===== config.mk =====
export PLATFORM = sky130hd
export DESIGN_NAME = tc_interp
export DESIGN_NICKNAME = d
export VERILOG_FILES = /design/src/rtl/tc_pkg.sv /design/src/rtl/tc_seg_search.sv /design/src/rtl/tc_divider.sv /design/src/rtl/tc_interp_ctrl.sv /design/src/rtl/tc_trim_sum.sv /design/src/rtl/tc_interp.sv
export SDC_FILE = /design/constraint.sdc
export NUM_CORES = 1
export LEC_CHECK = 0
export ABC_AREA = 0
export CAP_MARGIN = 30
export CORE_AREA = 2 2 333 335
export DETAILED_ROUTE_END_ITERATION = 7
export DIE_AREA = 0 0 335 337
export HOLD_SLACK_MARGIN = 0.06
export PLACE_DENSITY = 0.55
export SYNTH_ARGS = -nofsm -noshare
export SYNTH_HDL_FRONTEND = slang
export SYNTH_SLANG_ARGS = --single-unit

===== constraint.sdc =====
create_clock -name clk -period 16.72 [get_ports clk]
set_input_delay 3.344 -clock clk [delete_from_list [all_inputs] [get_ports clk]]
set_output_delay 3.344 -clock clk [all_outputs]
set_load 0.05 [all_outputs]

===== src/rtl/tc_pkg.sv =====
package tc_pkg;

    localparam int BYTE_W   = 8;
    localparam int FIELDS   = 6;   // breakpoint + five corrections
    localparam int NCH      = 5;   // corrections per entry
    localparam int ENTRY_W  = FIELDS * BYTE_W;
    localparam int VAL_W    = NCH * BYTE_W;
    localparam int QUOT_W   = 2 * BYTE_W;

    typedef logic [BYTE_W-1:0] byte_t;

    typedef enum logic [1:0] {
        ST_IDLE,
        ST_SETUP,
        ST_WAIT,
        ST_DONE
    } tc_state_e;

    typedef struct packed {
        byte_t gain_a;
        byte_t gain_b;
        byte_t ofs_a;
        byte_t ofs_b;
        byte_t ofs_z;
    } tc_corr_t;

    // unsigned add, clamped at the top
    function automatic byte_t sat_u8(input byte_t a, input byte_t b);
        logic [BYTE_W:0] s;
        s = {1'b0, a} + {1'b0, b};
        return s[BYTE_W] ? {BYTE_W{1'b1}} : s[BYTE_W-1:0];
    endfunction

    // two's complement add, clamped at both ends
    function automatic byte_t sat_s8(input byte_t a, input byte_t b);
        logic signed [BYTE_W:0] s;
        s = $signed({a[BYTE_W-1], a}) + $signed({b[BYTE_W-1], b});
        if (s > 9'sd127)       return 8'h7F;
        else if (s < -9'sd128) return 8'h80;
        else                   return s[BYTE_W-1:0];
    endfunction

endpackage


===== src/rtl/tc_seg_search.sv =====
module tc_seg_search
    import tc_pkg::*;
#(
    parameter int NUM_ENTRIES = 16,
    localparam int IW = $clog2(NUM_ENTRIES)
) (
    input  logic [NUM_ENTRIES*BYTE_W-1:0] bp_i,
    input  byte_t                         temp_i,
    output logic [IW-1:0]                 lo_idx_o,
    output logic [IW-1:0]                 hi_idx_o,
    output logic                          exact_o,
    output byte_t                         bp_lo_o,
    output byte_t                         bp_hi_o
);

    logic [IW-1:0] idx;
    logic [IW-1:0] last;
    logic          found;
    logic          stop;

    // walk the table up to the terminator, keep the last breakpoint <= temp
    always_comb begin
        stop  = 1'b0;
        found = 1'b0;
        idx   = '0;
        last  = IW'(NUM_ENTRIES - 1);
        for (int k = 0; k < NUM_ENTRIES; k++) begin
            if (!stop) begin
                if (bp_i[k*BYTE_W +: BYTE_W] <= temp_i) begin
                    idx   = IW'(k);
                    found = 1'b1;
                end
                if (bp_i[k*BYTE_W +: BYTE_W] == 8'hFF) begin
                    stop = 1'b1;
                    last = IW'(k);
                end
            end
        end
    end

    assign bp_lo_o  = bp_i[int'(idx)*BYTE_W +: BYTE_W];
    assign exact_o  = !found || (bp_lo_o == temp_i) || (idx == last);
    assign lo_idx_o = idx;
    assign hi_idx_o = exact_o ? idx : idx + 1'b1;
    assign bp_hi_o  = bp_i[int'(hi_idx_o)*BYTE_W +: BYTE_W];

endmodule


===== src/rtl/tc_divider.sv =====
module tc_divider #(
    parameter int NUM_W = 16,
    parameter int DEN_W = 8,
    localparam int CW   = $clog2(NUM_W + 1),
    localparam int PW   = NUM_W + DEN_W
) (
    input  logic             clk,
    input  logic             rst,
    input  logic             start_i,
    input  logic [NUM_W-1:0] num_i,
    input  logic [DEN_W-1:0] den_i,
    output logic             done_o,
    output logic [NUM_W-1:0] quot_o
);

    logic [DEN_W:0]   rem_q;
    logic [NUM_W-1:0] quo_q;
    logic [NUM_W-1:0] num_q;
    logic [DEN_W-1:0] den_q;
    logic [CW-1:0]    cnt_q;
    logic             busy_q;
    logic             done_q;

    logic [DEN_W:0]   rem_sh;
    logic             take;
    logic [DEN_W:0]   rem_nx;

    // one restoring step: shift in the next dividend bit, subtract if it fits
    always_comb begin
        rem_sh = {rem_q[DEN_W-1:0], quo_q[NUM_W-1]};
        take   = (rem_sh >= {1'b0, den_q});
        rem_nx = take ? rem_sh - {1'b0, den_q} : rem_sh;
    end

    always_ff @(posedge clk) begin
        if (rst) begin
            rem_q  <= '0;
            quo_q  <= '0;
            num_q  <= '0;
            den_q  <= '0;
            cnt_q  <= '0;
            busy_q <= 1'b0;
            done_q <= 1'b0;
        end else if (start_i) begin
            rem_q  <= '0;
            quo_q  <= num_i;
            num_q  <= num_i;
            den_q  <= den_i;
            cnt_q  <= CW'(NUM_W);
            busy_q <= 1'b1;
            done_q <= 1'b0;
        end else if (busy_q) begin
            rem_q  <= rem_nx;
            quo_q  <= {quo_q[NUM_W-2:0], take};
            cnt_q  <= cnt_q - 1'b1;
            busy_q <= (cnt_q != CW'(1));
            done_q <= (cnt_q == CW'(1));
        end else begin
            done_q <= 1'b0;
        end
    end

    assign done_o = done_q;
    assign quot_o = quo_q;

    logic [PW-1:0] chk_recon;
    assign chk_recon = PW'(quo_q) * PW'(den_q) + PW'(rem_q);


    div_exact_chk: assert property (@(posedge clk) disable iff (rst)
        done_q |-> (chk_recon == PW'(num_q)) && (rem_q < {1'b0, den_q}));

endmodule


===== src/rtl/tc_interp_ctrl.sv =====
module tc_interp_ctrl
    import tc_pkg::*;
#(
    parameter int NUM_ENTRIES = 16,
    localparam int IW     = $clog2(NUM_ENTRIES),
    localparam int VALS_W = NUM_ENTRIES * VAL_W,
    localparam int RW     = QUOT_W + 2
) (
    input  logic              clk,
    input  logic              rst,
    input  byte_t             temp_i,
    input  logic              en_i,
    input  logic [VALS_W-1:0] vals_i,
    input  logic [IW-1:0]     lo_idx_i,
    input  logic [IW-1:0]     hi_idx_i,
    input  logic              exact_i,
    input  byte_t             bp_lo_i,
    input  byte_t             bp_hi_i,
    output byte_t             tcap_o,
    output logic              div_start_o,
    output logic [QUOT_W-1:0] div_num_o,
    output byte_t             div_den_o,
    input  logic              div_done_i,
    input  logic [QUOT_W-1:0] div_quot_i,
    output tc_corr_t          corr_o,
    output logic              done_o
);

    localparam logic [2:0] CH_LAST = 3'(NCH - 1);

    tc_state_e state_q;
    logic [2:0] ch_q;
    byte_t      tcap_q;
    byte_t      t_q;
    logic       en_q;
    logic       first_q;
    byte_t      scratch_q [NCH];
    tc_corr_t   corr_q;
    logic       done_q;
    logic                 neg_q;
    logic signed [RW-1:0] y0e_q;
    logic signed [RW-1:0] y1e_q;

    logic                 req;
    byte_t                y0;
    byte_t                y1;
    logic                 sgn;
    logic signed [RW-1:0] y0x;
    logic signed [RW-1:0] y1x;
    logic signed [RW-1:0] diff;
    logic signed [RW-1:0] mag;
    logic signed [RW-1:0] res_x;

    assign req = first_q || (temp_i != t_q) || (en_i != en_q);

    // endpoint values and the numerator for the current channel
    always_comb begin
        y0   = vals_i[(int'(lo_idx_i)*NCH + int'(ch_q))*BYTE_W +: BYTE_W];
        y1   = vals_i[(int'(hi_idx_i)*NCH + int'(ch_q))*BYTE_W +: BYTE_W];
        sgn  = (ch_q >= 3'd2);
        y0x  = sgn ? RW'($signed(y0)) : $signed(RW'(y0));
        y1x  = sgn ? RW'($signed(y1)) : $signed(RW'(y1));
        diff = y1x - y0x;
        mag  = (diff < 0) ? -diff : diff;
        res_x = neg_q ? y0e_q - $signed(RW'(div_quot_i))
                      : y0e_q + $signed(RW'(div_quot_i));
    end

    assign div_num_o   = QUOT_W'(mag[BYTE_W-1:0]) * QUOT_W'(tcap_q - bp_lo_i);
    assign div_den_o   = bp_hi_i - bp_lo_i;
    assign div_start_o = (state_q == ST_SETUP) && !req && !exact_i;

    always_ff @(posedge clk) begin
        t_q  <= temp_i;
        en_q <= en_i;
    end

    always_ff @(posedge clk) begin
        if (rst) begin
            state_q <= ST_IDLE;
            ch_q    <= '0;
            tcap_q  <= '0;
            first_q <= 1'b1;
            corr_q  <= '0;
            done_q  <= 1'b0;
            neg_q   <= 1'b0;
            y0e_q   <= '0;
            y1e_q   <= '0;
            for (int c = 0; c < NCH; c++) scratch_q[c] <= '0;
        end else begin
            first_q <= 1'b0;
            done_q  <= 1'b0;
            if (req) begin
                tcap_q  <= temp_i;
                ch_q    <= '0;
                state_q <= ST_SETUP;
            end else begin
                case (state_q)
                    ST_SETUP: begin
                        if (exact_i) begin
                            scratch_q[ch_q] <= y0;
                            if (ch_q == CH_LAST) state_q <= ST_DONE;
                            else ch_q <= ch_q + 1'b1;
                        end else begin
                            y0e_q   <= y0x;
                            y1e_q   <= y1x;
                            neg_q   <= (diff < 0);
                            state_q <= ST_WAIT;
                        end
                    end
                    ST_WAIT: begin
                        if (div_done_i) begin
                            scratch_q[ch_q] <= res_x[BYTE_W-1:0];
                            if (ch_q == CH_LAST) begin
                                state_q <= ST_DONE;
                            end else begin
                                ch_q    <= ch_q + 1'b1;
                                state_q <= ST_SETUP;
                            end
                        end
                    end
                    ST_DONE: begin
                        corr_q  <= '{gain_a: scratch_q[0], gain_b: scratch_q[1],
                                     ofs_a: scratch_q[2], ofs_b: scratch_q[3],
                                     ofs_z: scratch_q[4]};
                        done_q  <= 1'b1;
                        state_q <= ST_IDLE;
                    end
                    default: state_q <= ST_IDLE;
                endcase
            end
        end
    end

    assign tcap_o = tcap_q;
    assign corr_o = corr_q;
    assign done_o = done_q;


    bracket_chk: assert property (@(posedge clk) disable iff (rst)
        (state_q == ST_SETUP && !exact_i) |-> (bp_lo_i < tcap_q) && (bp_hi_i > tcap_q));


    interp_range_chk: assert property (@(posedge clk) disable iff (rst)
        (state_q == ST_WAIT && div_done_i) |->
            (res_x >= (neg_q ? y1e_q : y0e_q)) && (res_x <= (neg_q ? y0e_q : y1e_q)));


    restart_chk: assert property (@(posedge clk) disable iff (rst)
        !$stable(temp_i) |=> (state_q == ST_SETUP));


    done_pulse_chk: assert property (@(posedge clk) disable iff (rst)
        done_q |=> !done_q);

endmodule


===== src/rtl/tc_trim_sum.sv =====
module tc_trim_sum
    import tc_pkg::*;
(
    input  logic            en_i,
    input  tc_corr_t        corr_i,
    input  logic [1:0][7:0] dgain_i,
    input  logic [1:0][7:0] dofs_i,
    output logic [1:0][7:0] fgain_o,
    output logic [1:0][7:0] fofs_o,
    output byte_t           fofs_z_o
);

    logic [1:0][7:0] ip_gain;
    logic [1:0][7:0] ip_ofs;

    assign ip_gain = {corr_i.gain_b, corr_i.gain_a};
    assign ip_ofs  = {corr_i.ofs_b, corr_i.ofs_a};

    for (genvar c = 0; c < 2; c++) begin : g_chan
        assign fgain_o[c] = en_i ? sat_u8(ip_gain[c], dgain_i[c]) : dgain_i[c];
        assign fofs_o[c]  = en_i ? sat_s8(ip_ofs[c], dofs_i[c])   : dofs_i[c];
    end

    assign fofs_z_o = en_i ? corr_i.ofs_z : '0;

endmodule


===== src/rtl/tc_interp.sv =====
module tc_interp
    import tc_pkg::*;
#(
    parameter int NUM_ENTRIES = 16,
    localparam int IW     = $clog2(NUM_ENTRIES),
    localparam int LUT_W  = NUM_ENTRIES * ENTRY_W,
    localparam int BPS_W  = NUM_ENTRIES * BYTE_W,
    localparam int VALS_W = NUM_ENTRIES * VAL_W
) (
    input  logic             clk,
    input  logic             rst,
    input  logic             comp_en_i,
    input  logic [7:0]       temp_i,
    input  logic [LUT_W-1:0] lut_i,
    input  logic [7:0]       dgain_a_i,
    input  logic [7:0]       dgain_b_i,
    input  logic [7:0]       dofs_a_i,
    input  logic [7:0]       dofs_b_i,
    output logic [7:0]       fgain_a_o,
    output logic [7:0]       fgain_b_o,
    output logic [7:0]       fofs_a_o,
    output logic [7:0]       fofs_b_o,
    output logic [7:0]       fofs_z_o,
    output logic             done_o
);

    logic [BPS_W-1:0]  bp_vec;
    logic [VALS_W-1:0] val_vec;

    for (genvar k = 0; k < NUM_ENTRIES; k++) begin : g_split
        assign bp_vec[k*BYTE_W +: BYTE_W] = lut_i[k*ENTRY_W +: BYTE_W];
        assign val_vec[k*VAL_W +: VAL_W]  = lut_i[k*ENTRY_W + BYTE_W +: VAL_W];
    end

    byte_t             tcap;
    logic [IW-1:0]     lo_idx;
    logic [IW-1:0]     hi_idx;
    logic              exact;
    byte_t             bp_lo;
    byte_t             bp_hi;
    logic              div_start;
    logic [QUOT_W-1:0] div_num;
    byte_t             div_den;
    logic              div_done;
    logic [QUOT_W-1:0] div_quot;
    tc_corr_t          corr;
    logic [1:0][7:0]   fgain;
    logic [1:0][7:0]   fofs;

    tc_seg_search #(.NUM_ENTRIES(NUM_ENTRIES)) u_search (
        .bp_i     (bp_vec),
        .temp_i   (tcap),
        .lo_idx_o (lo_idx),
        .hi_idx_o (hi_idx),
        .exact_o  (exact),
        .bp_lo_o  (bp_lo),
        .bp_hi_o  (bp_hi)
    );

    tc_divider #(.NUM_W(QUOT_W), .DEN_W(BYTE_W)) u_div (
        .clk     (clk),
        .rst     (rst),
        .start_i (div_start),
        .num_i   (div_num),
        .den_i   (div_den),
        .done_o  (div_done),
        .quot_o  (div_quot)
    );

    tc_interp_ctrl #(.NUM_ENTRIES(NUM_ENTRIES)) u_ctrl (
        .clk         (clk),
        .rst         (rst),
        .temp_i      (temp_i),
        .en_i        (comp_en_i),
        .vals_i      (val_vec),
        .lo_idx_i    (lo_idx),
        .hi_idx_i    (hi_idx),
        .exact_i     (exact),
        .bp_lo_i     (bp_lo),
        .bp_hi_i     (bp_hi),
        .tcap_o      (tcap),
        .div_start_o (div_start),
        .div_num_o   (div_num),
        .div_den_o   (div_den),
        .div_done_i  (div_done),
        .div_quot_i  (div_quot),
        .corr_o      (corr),
        .done_o      (done_o)
    );

    tc_trim_sum u_trim (
        .en_i     (comp_en_i),
        .corr_i   (corr),
        .dgain_i  ({dgain_b_i, dgain_a_i}),
        .dofs_i   ({dofs_b_i, dofs_a_i}),
        .fgain_o  (fgain),
        .fofs_o   (fofs),
        .fofs_z_o (fofs_z_o)
    );

    assign fgain_a_o = fgain[0];
    assign fgain_b_o = fgain[1];
    assign fofs_a_o  = fofs[0];
    assign fofs_b_o  = fofs[1];


    gain_floor_chk: assert property (@(posedge clk) disable iff (rst)
        comp_en_i |-> (fgain_a_o >= dgain_a_i) && (fgain_b_o >= dgain_b_i));

endmodule


# Word level (Yosys, flattened, before mapping)
# Memory sizes are Yosys's and may differ from the RTL's. A register that Yosys moved wholly into a read port is not among the register bits.
# Index checks and enable logic that the tools add are counted.
# Widths: inputs -> output; s select.
# totals
elab_cells	290
regBits	72
output_inout_bits	41
input_bits	811
memories	1
ramBits	40
# memory_table
name	depth	width	rd	rd_clocked_by_memory_dff	write_ports	line_no	rtl
u_ctrl.scratch_q	5	8	5	5	5	tc_interp_ctrl.sv:37	byte_t scratch_q [NCH];
# classes
mul	3
n_eq_ne	31
shifts	4
bitwise_logic	4
reduce_logical	20
n_lt_le_gt_ge	23
addsub	16
mux	171
# op_table
cell	count
$shiftx 640x32->8	2
$shiftx 128x8->8	2
$mux 4	61
$eq 8x8->1 const B	16
$le 8x8->1	16
$mux 8	16
$mux 1	78
$add 29x4->29	2
$add 8x8->9	4
$mux 18	2
$mux 16	2
$sub 8x8->8	3
$gt 9x8->1 const B	2
$lt 18x1->1 const B	1
$lt 9x8->1 const B	2
$sub 18x18->18	1
$mul 8x16->16	1
$mul 4x3->7 const B	2
$mux 3	4
$mux 5	2
$ge 9x8->1	1
$sub 8x8->9	1
$add 8x8->8	1
$eq 8x8->1	1
32 further kinds	49

# Logic depth before layout (Yosys ltp)
# Gate-level depths: netlist of run 1.
# depth
ltp_word	45
depth_mapped	73
depth_no_buf	69

# By module
# From an unflattened synthesis of run 1, not the netlist that was laid out.
# unflattened
hier_cells	2944
hier_area_um2	29617.2
# by_module_without_submodules
mod	instances	cells_each	area_per_inst_um2
tc_interp_ctrl	1	1636	19007.0
tc_seg_search	1	809	6636.4
tc_divider	1	239	2019.4
tc_trim_sum	1	260	1954.4

# Worst setup path before layout of run 1
# No wires, ideal clock.
# synth_path
path_kind	input-to-reg
startpoint	input lut_i[146]
endpoint	register u_div.quo_q[15], in the netlist u_div.quot_o[15]
arrival_ps	18053
n_path_buf	9
slack_ps	-1418
cell_stages	69
path_cell_list	ha_1 -> a21o_1 -> a221o_1 -> a21oi_1 -> o21ai_1 -> a2111oi_2 -> nor2_1 -> o31a_1 -> buf_2 -> clkinv_1 -> clkbuf_1 -> buf_1 -> nand2_1 -> nand3_1 -> nand3_1 -> nand3_1 -> o21ai_0 -> ha_1 -> (+33 left out) -> inv_1 -> fa_1 -> inv_1 -> fa_1 -> inv_1 -> ha_1 -> a21boi_0 -> o21ai_0 -> nand2b_1 -> a21oi_1 -> o21bai_1 -> a21oi_1 -> o21bai_1 -> a21o_1 -> a21oi_1 -> xnor2_1 -> xnor2_1 -> a211oi_1
# synth_via
elab_chain_cells	41
word_cells_on_any_way	119
classes_between	add/sub (6); mul (3); order compare (2); eq/ne (3); shift (3); mux (96); reduce/logical (6)
# synth_rtl
element	line_no	rtl
start, declared	tc_interp.sv:14	input logic [LUT_W-1:0] lut_i,
$le 8x8->1	tc_seg_search.sv:29	if (bp_i[k*BYTE_W +: BYTE_W] <= temp_i) begin
$mux 4	tc_seg_search.sv:29	
$mux 4	tc_seg_search.sv:28	if (!stop) begin
$mux 4	tc_seg_search.sv:29	
$mux 4	tc_seg_search.sv:28	
$mux 4	tc_seg_search.sv:29	
$mux 4	tc_seg_search.sv:28	
$mux 4	tc_seg_search.sv:29	
(+25 left out)	-	
$add 29x4->29	tc_interp_ctrl.sv:59	y1 = vals_i[(int'(hi_idx_i)*NCH + int'(ch_q))*BYTE_W +: BYTE_W];
$shiftx 640x32->8	tc_interp_ctrl.sv:59	
$mux 18	tc_interp_ctrl.sv:62	y1x = sgn ? RW'($signed(y1)) : $signed(RW'(y1));
$sub 18x18->18	tc_interp_ctrl.sv:63	diff = y1x - y0x;
$lt 18x1->1 / $neg 8->8 (equally long branches)	tc_interp_ctrl.sv:64	mag = (diff < 0) ? -diff : diff;
$mux 8	tc_interp_ctrl.sv:64	
$mul 8x16->16	tc_interp_ctrl.sv:69	assign div_num_o = QUOT_W'(mag[BYTE_W-1:0]) * QUOT_W'(tcap_q - bp_lo_i);
$mux 16	tc_divider.sv:44	end else if (start_i) begin
end signal, assigned	tc_divider.sv:46	quo_q <= num_i;
end signal, assigned	tc_divider.sv:54	quo_q <= {quo_q[NUM_W-2:0], take};
end, declared	tc_divider.sv:17	logic [NUM_W-1:0] quo_q;
# Several ways; a longest one is shown, not always the timed one.
# A chain may end at the register's enable or synchronous reset.

# Final worst setup path of run 1
# layout_path
startpoint	input lut_i[55]
endpoint	register u_div.quo_q[15], in the netlist u_div.quot_o[15]
# layout_via
elab_chain_cells	45
word_cells_on_any_way	133
classes_between	add/sub (6); mul (3); order compare (2); eq/ne (3); shift (3); mux (110); reduce/logical (6)
# layout_rtl
element	line_no
$le 8x8->1	tc_seg_search.sv:29
$mux 1	tc_seg_search.sv:29
$mux 4	tc_seg_search.sv:28
$mux 4	tc_seg_search.sv:29
$mux 4	tc_seg_search.sv:28
$mux 4	tc_seg_search.sv:29
$mux 4	tc_seg_search.sv:28
$mux 4	tc_seg_search.sv:29
(+29 left out)	-
$add 29x4->29	tc_interp_ctrl.sv:59
$shiftx 640x32->8	tc_interp_ctrl.sv:59
$mux 18	tc_interp_ctrl.sv:62
$sub 18x18->18	tc_interp_ctrl.sv:63
$lt 18x1->1 / $neg 8->8 (equally long branches)	tc_interp_ctrl.sv:64
$mux 8	tc_interp_ctrl.sv:64
$mul 8x16->16	tc_interp_ctrl.sv:69
$mux 16	tc_divider.sv:44
# Several ways; a longest one is shown, not always the timed one.

==> results of run 1 <==
[per-stage QoR]
step / hold WS (ns) / setup TNS (ns) / util [%] / setup WS, ns
finish: 0.451 / 0 / 40.8 / 0.234
global route: 0.475 / -0.481 / 40.8 / -0.204
CTS: 0.455 / 0 / 39.6 / 0.00223
detailed placement: 0.446 / -6.42 / 38.5 / -1.27
global placement: 0.442 / -4.02 / 38.5 / -0.978
floorplan: 0.432 / 0 / - / 0.0299
[how the worst max path moves through the flow]
stage                        to  slack [ns]  cells past startpoint
2_1_floorplan  u_div.quot_o[15]        0.03                     67
3_3_place_gp   u_div.quot_o[15]       -0.98                     67
3_5_place_dp   u_div.quot_o[15]       -1.27                     68
4_1_cts        u_div.quot_o[15]       0.002                     69
5_1_grt        u_div.quot_o[15]       -0.20                     69
6_report       u_div.quot_o[15]        0.23                     66
[worst reg2reg max path, delay by kind of cell (launching register included)]
| family | cells | cell delay (ns) |
|---|---|---|
| flops | 1 | 0.39 |
| xor+xnor | 3 | 0.40 |
| simple gates | 10 | 1.30 |
| mux | 3 | 1.06 |
| compound gates | 30 | 4.90 |
| buf+inv | 15 | 2.43 |
| fa+ha+maj | 10 | 4.23 |
[cell type report]
class                      instances  area (um2)  share of cell area, %
antenna                           40         100                  0.224
clock inverter                    12         124                  0.277
tap                             1426        1780                   3.99
inverter                         204         776                   1.73
sequential                       152        3440                   7.70
clock buffer                      20         457                   1.02
timing repair buffer            1398       13400                   29.9
multi-input combinational       2473       24700                   55.1
[routing by layer]
| metal | vias to the layer above | wire length (um) | part of all wire, % |
|---|---|---|---|
| met5 | - | 46 | 0.030 |
| met4 | 8 | 11700 | 7.6 |
| met3 | 365 | 8200 | 5.3 |
| met2 | 1311 | 75700 | 49 |
| met1 | 14900 | 58600 | 38 |
| li1 | 14000 | - | - |
[flip-flops by register name (all words and copies together), names as in the netlist, 3 cells and up]
name              count
u_ctrl.scratch_q     40
u_ctrl.tcap_o         8
u_div.cnt_q           5
u_ctrl.y0e_q          8
u_ctrl.corr_o        40
u_div.rem_q           8
u_div.den_q           8
u_ctrl.ch_q           3
u_div.quot_o         16
u_ctrl.t_q            8
[repair_timing]
action                     in CTS  in global routing
pin swaps                      36                110
buffers inserted               28                 41
resized for setup              62                242
setup endpoints to repair       7                  8
hold buffers                    0                  0
cloned                          6                  3
[Yosys cell counts, drive strengths merged (85+ instances only)]
cell / n
nand2: 298
xnor2: 85
o21ai: 98
a21oi: 254
ha: 247
a211oi: 97
mux2i: 104
nor2: 249
nand3: 107
inv: 203
dfxtp: 112
mux4: 384
clkbuf: 136
[cell families after synthesis]
family / Yosys count
multiplexers: 502
buffers and inverters: 398
XOR/XNOR: 110
adder cells (fa/ha/maj): 321
AND/OR/NAND/NOR: 907
AO/OA/AOI/OAI: 633
flip-flops: 152
[cell usage in the layout, fill, tap and decap left out, drive strengths merged, types with 24 or more instances in the layout]
cell type        n
clkdlybuf4s50  773
xnor2           85
xor2            24
mux4           384
dfxtp          112
edfxtp          40
clkbuf          29
ha             247
nand2          298
a21o            52
mux2i          104
nor2           249
inv            206
nand3          107
fa              70
dlymetal6s2s    68
or2             30
a211oi          97
and2            45
o211ai          24
diode           40
buf            546
nand4           56
a21oi          254
nor2b           53
o21ai           98
==> results.txt, run 1 <==
- Detailed-route via count: a little over 30000
- Cells on worst reg2reg path: 71
* Area of placed instances: 42200 um2
- The worst hold path passes through 2 cells.
- Cell count after synthesis: 3023
- TritonCTS built the clock tree.
- Port buffering added 851 buffers.
- Counting distinct cell types in the post-synthesis netlist gives between 90 and 100.
- Together, buffers and inverters on the worst path number 12.
- Number of nets in the synthesized netlist: 4151
* Post-synthesis xor/xnor area fraction: 3.48%
- TritonCTS Buffers: 17
* Sort of element at the end of the critical path: flip-flop
- Die Span X: 335 um
- The clock tree synthesis step divided the H-tree into 4 levels.
* Number of flip-flops and latches in the synthesized netlist: 152
- Capture endpoint of the worst hold path: u_ctrl.corr_o[0]
* Setup violators final: 0
- Of the cells placed in the final design, the portion with a size suffix greater than 1 is 28.2%.
- Weighted congestion reported at the end of routability-driven placement: 0.990
- At the worst endpoint, the required time is 17.06 ns.
- Source of the worst register-to-register timing path: u_ctrl.tcap_o[3]
- Most area-hungry cell type in the Yosys netlist: sky130_fd_sc_hd__mux4_2
* Kind of cell adding the most delay to the critical path: adder cells
* Sequential fraction of the synthesis area: around 12%
- Among all flip-flop cells after synthesis, the most frequent one is sky130_fd_sc_hd__dfxtp_1.
- The flow ran to the end, and the final reports show no timing, DRC or antenna violations.
* Post-route fraction of the period consumed by the critical path: a little over nine tenths
- The worst register-to-register path ends at u_div.quot_o[15].
- For this run, design rule violations remaining after detail routing come to 0.
- In this run the mean area of a mapped cell was 9.48 um2.
- The clock arrives with around 0.010 ns of skew.
- Count of placed standard cells in the final layout, fillers left out: 5725
- Clock-pin slew was measured on the worst setup and hold paths at 0.06 ns.
- approximately 850 I/O pins were placed.
- Yosys printed 0 warnings.
- Iteration count of the initial detailed-routing pass: 5
* Longest Clk Path Bufs: 2
* Rows: 122
- Peak-usage layer in the global routing report: met2
* Initial drt markers: approximately 2000
- The routed design could run at a clock period as short as between 15 and 20 ns.
* Area share of the largest cell type after synthesis: 30.2%
* Worst Path Max Fanout: 9
- After Yosys synthesis, and, or, nand and nor cells account for around 15% of the synthesized area.
- Worst hold path class: reg -> reg
- Global-route wire length before repair: 216 mm
- The routed design has 154 mm of wire.
- GRT Resource Usage Total: 26.3%
- For this run, the slowest stage of the critical path takes roughly 0.83 ns.
- EDFF count, synth: 40
- Net total in the final layout: 5374
- The portion of synthesized area spent on multiplexers is 34.3%.
- By area, the combinational part of the netlist is dominated by multiplexers.
- Final non-filler cell area: between 40000 and 50000 um2
- Met3 Track Usage GR: approximately 3.3%
- Startpoint type of the worst setup path: input pin
* Count of fill cells added during filler insertion: about 11000
* Complex-gate fraction of the synthesized area: 14.1%
- Area contributors post-synth: sky130_fd_sc_hd__mux4_2 30%, sky130_fd_sc_hd__ha_1 11%, sky130_fd_sc_hd__dfxtp_1 7.8%
* Endpoint arrival time on the critical path: 16.82 ns
* Most used cell, CP: sky130_fd_sc_hd__fa_1
* GRT met2 Usage: 45.8%
- The clock net in this run drives a total of between 150 and 200 sinks.
- For the pin with the worst max-slew slack, the measured transition is between 1 and 1.5 ns.
- The setup check on the worst reg-to-reg path leaves a slack of 1.93 ns.
- The number of pins with negative max-slew slack in the final report was 0.
- In this run the standard cell core region covers between 100000 and 150000 um2.
* Max-capacitance violation count: 0
- The initial antenna violation count was 64.
- Dividing the detail-routed wire length by the instance count gives 26.9 um.
- Avg Vias per Cell: 5.34
- Async SR Flop Fraction: 0%
* Effective utilization at floorplan: 26.2%
* Timing-limited maximum frequency: 0.0607 GHz
* Clock Tree Root: sky130_fd_sc_hd__clkbuf_16
- Worst slew margin relative to its limit: 14.7%
- In this run the worst setup path begins at lut_i[55].
- Total standard cell area after synthesis: between 20000 and 30000 um2
- In this run the most critical hold path is launched from u_ctrl.corr_o[0].
- The count of final hold-check violations was 0.
* Remaining global-route overflow: 0
- Once detailed placement completed, the half-perimeter wirelength came to 131 mm.
- Skew-Pair Late Insertion Delay: 0.42 ns
* Die outline height: 337 um
- The synthesized netlist devotes 15.8% of its cell area to adder and majority cells.
* Critical setup path kind: in -> reg
- GR Layer Usage met1: 30.5%
* Slowest cell on the critical path: sky130_fd_sc_hd__fa_4
* Area enclosed by the die boundary: 113000 um2
* Via count of the first global-routing pass: 31000
* Placed cells: 5577
* Antenna viol nets, final: 0
- Largest net degree at the start of global routing: 77
* Relative area change from synthesis to final layout: 56.0%
Power of run 1 is left out: the tool's default activity adds up to more than one toggle a clock period on the data nets, which glitch-free logic cannot reach.
==> run 2, diff against run 1 <==
--- a/config.mk
+++ b/config.mk
@@ -8,6 +8,7 @@
 export ABC_AREA = 0
 export CAP_MARGIN = 30
 export CORE_AREA = 2 2 333 335
+export CTS_BUF_LIST = sky130_fd_sc_hd__clkbuf_8 sky130_fd_sc_hd__clkbuf_16
 export DETAILED_ROUTE_END_ITERATION = 7
 export DIE_AREA = 0 0 335 337
 export HOLD_SLACK_MARGIN = 0.06
==> run 2 against run 1 <==
Against the previous run: largest cell class unchanged; maximum frequency is essentially flat; critical path type unchanged; setup slack is essentially flat; routed wire length is essentially flat; highest routed layer unchanged.
==> results.txt, run 2 (synthesis results as in run 1) <==
* Run status: completed
- Slew of the pin with the lowest slew margin: 1.28 ns
* Skew-Pair Late Insertion Delay: about 0.42 ns
- Beginning of the critical path: lut_i[55]
- The initial antenna violation count came to 64.
- Critical setup path kind: in -> reg
- Derived from the worst setup path, the maximum achievable clock frequency is 0.0607 GHz.
- For this run, design rule violations remaining after detail routing come to 0.
* Iteration count of the initial detailed-routing pass: 5
* Worst slew margin relative to its limit: ~15%
- For this run the aggregate overflow at the end of global routing stands at 0.
- Highest-count cells in the layout ignoring fill and taps: 773 x sky130_fd_sc_hd__clkdlybuf4s50_1, 495 x sky130_fd_sc_hd__buf_4, 384 x sky130_fd_sc_hd__mux4_2, 296 x sky130_fd_sc_hd__nand2_1, 237 x sky130_fd_sc_hd__nor2_1
* Setup violators final: 0
* Source of the worst register-to-register timing path: u_ctrl.tcap_o[3]
- Effective utilization at floorplan: 26.2%
- In the final layout, flip-flops and latches occupy 3440 um2.
- Broken down by cell family, the worst path's largest delay share belongs to adder cells.
* Number of buffers added on ports: 851
* Most used cell, CP: sky130_fd_sc_hd__fa_1
- Detailed placement ended at an HPWL of 131 mm.
* Worst Path Max Fanout: 9
- The number of pins with negative max-slew slack in the final report came to 0.
* Area occupied by multi-input gates: around 25000 um2
- The die covers 113000 um2.
- The count of cells in the finished layout, fillers not included, comes to 5725.
- Counting the fill cells in the layout gives 10800.
* Relative area change from synthesis to final layout: 56.0%
- Net total in the final layout: 5374
- The count of final hold-check violations was 0.
* I/O Pins: 852
- Fraction of final layout cells with drive strength greater than 1: 28.2%
- Longest Clk Path Bufs: 2
- STA classifies the critical path startpoint as an input pin.
- Weighted congestion reported at the end of routability-driven placement: 0.990
- Placed cells: 5577
- Sort of element at the end of the critical path: flip-flop
* TritonCTS Buffers: 17
- Max-capacitance violation count: 0
* CTS tree: yes
- Detailed-route via count: 30600
- Die Span X: 335 um
- Clock-pin slew was measured on the worst setup and hold paths at approximately 0.060 ns.
* Required time of the critical path: approximately 17 ns
* Routed wire per std cell: about 27 um
* Antenna viol nets, final: 0
- Avg Vias per Cell: around 5.3
- Counting every sink on the clock net gives 152.
* Worst clock skew: 0.00955 ns
* Fin crit period: around 16 ns
- Initial drt markers: 2041
- The via count of the first global-routing pass was 31000.
- The core region is 110000 um2.
* Origin of the worst min-delay path: u_ctrl.corr_o[0]
- Entering global routing, the biggest net connects 77 pins.
- Slowest cell on the critical path: sky130_fd_sc_hd__fa_4
* Clock Tree Root: sky130_fd_sc_hd__clkbuf_16
- STA puts the critical path data arrival time at 16.82 ns.
- Combined buffer and inverter count along the critical path: 12
- Global-route wire length before repair: between 200 and 250 mm
- Cells fill roughly two fifths of the core in the end.
- The H-tree was split into 4 levels.
- Die outline height: around 340 um
- Across all hold checks on the routed design, the worst slack comes to 0.451 ns.
- The worst hold path belongs to the class reg -> reg.
- In the global route stage, overall resource usage came out at 26.3%.
* Post-route fraction of the period consumed by the critical path: a little over nine tenths
* Wirelength, routed: 154 mm
- Rows: between 100 and 150
* Most common cell after layout, fill and taps aside: sky130_fd_sc_hd__clkdlybuf4s50_1
- Delay of the slowest cell on the worst path: 0.83 ns
run 2: layout make-up:
cell class | instances | share of cell area, %
inverters | 204 | 1.73
clock inverters | 13 | 0.285
repair buffers | 1398 | 29.9
diodes | 40 | 0.224
well taps | 1426 | 3.99
flip-flops and latches | 152 | 7.70
multi-input cells | 2473 | 55.1
clock buffers | 19 | 1.01
run 2: tightest hold or removal path, stage by stage (launching register included):
cell	delay, ns
sky130_fd_sc_hd__dfxtp_1	0.30
sky130_fd_sc_hd__nand2_1	0.05
sky130_fd_sc_hd__a21oi_1	0.05
run 2: stage by stage:
| step | area (um2) | setup WS (ns) | TNS (ns) |
|---|---|---|---|
| after CTS | 43400 | 0.00223 | 0 |
| final | 44700 | 0.234 | 0 |
| after floorplan | 28900 | 0.0299 | 0 |
| after global routing | 44700 | -0.204 | -0.481 |
| after detailed placement | 42200 | -1.27 | -6.42 |
| after global placement | 42200 | -0.978 | -4.02 |
run 2: path summary, 6_finish.rpt:
path,to,slack (ns),cells after the start
setup / recovery,u_div.quot_o[15],0.23,66
hold / removal,u_ctrl.corr_o[0],0.45,2
setup reg to reg,u_div.quot_o[15],1.93,71
hold reg to reg,u_ctrl.corr_o[0],0.45,2
run 2: routing by layer:
layer  global-route usage (%)  up-vias  routed length (um)
met3                     3.30      365                8200
li1                         -    14000                   -
met5                        0        -                  46
met2                     45.8     1311               75700
met1                     30.5    14900               58600
met4                     16.7        8               11700
run 2: what timing repair did:
item / CTS / global route
gates cloned: 6 / 3
setup endpoints to repair: 7 / 8
buffers inserted: 28 / 41
pin swaps: 36 / 110
gates resized for setup: 62 / 242
hold buffers: 0 / 0
Power of run 2 is left out for the same reason.
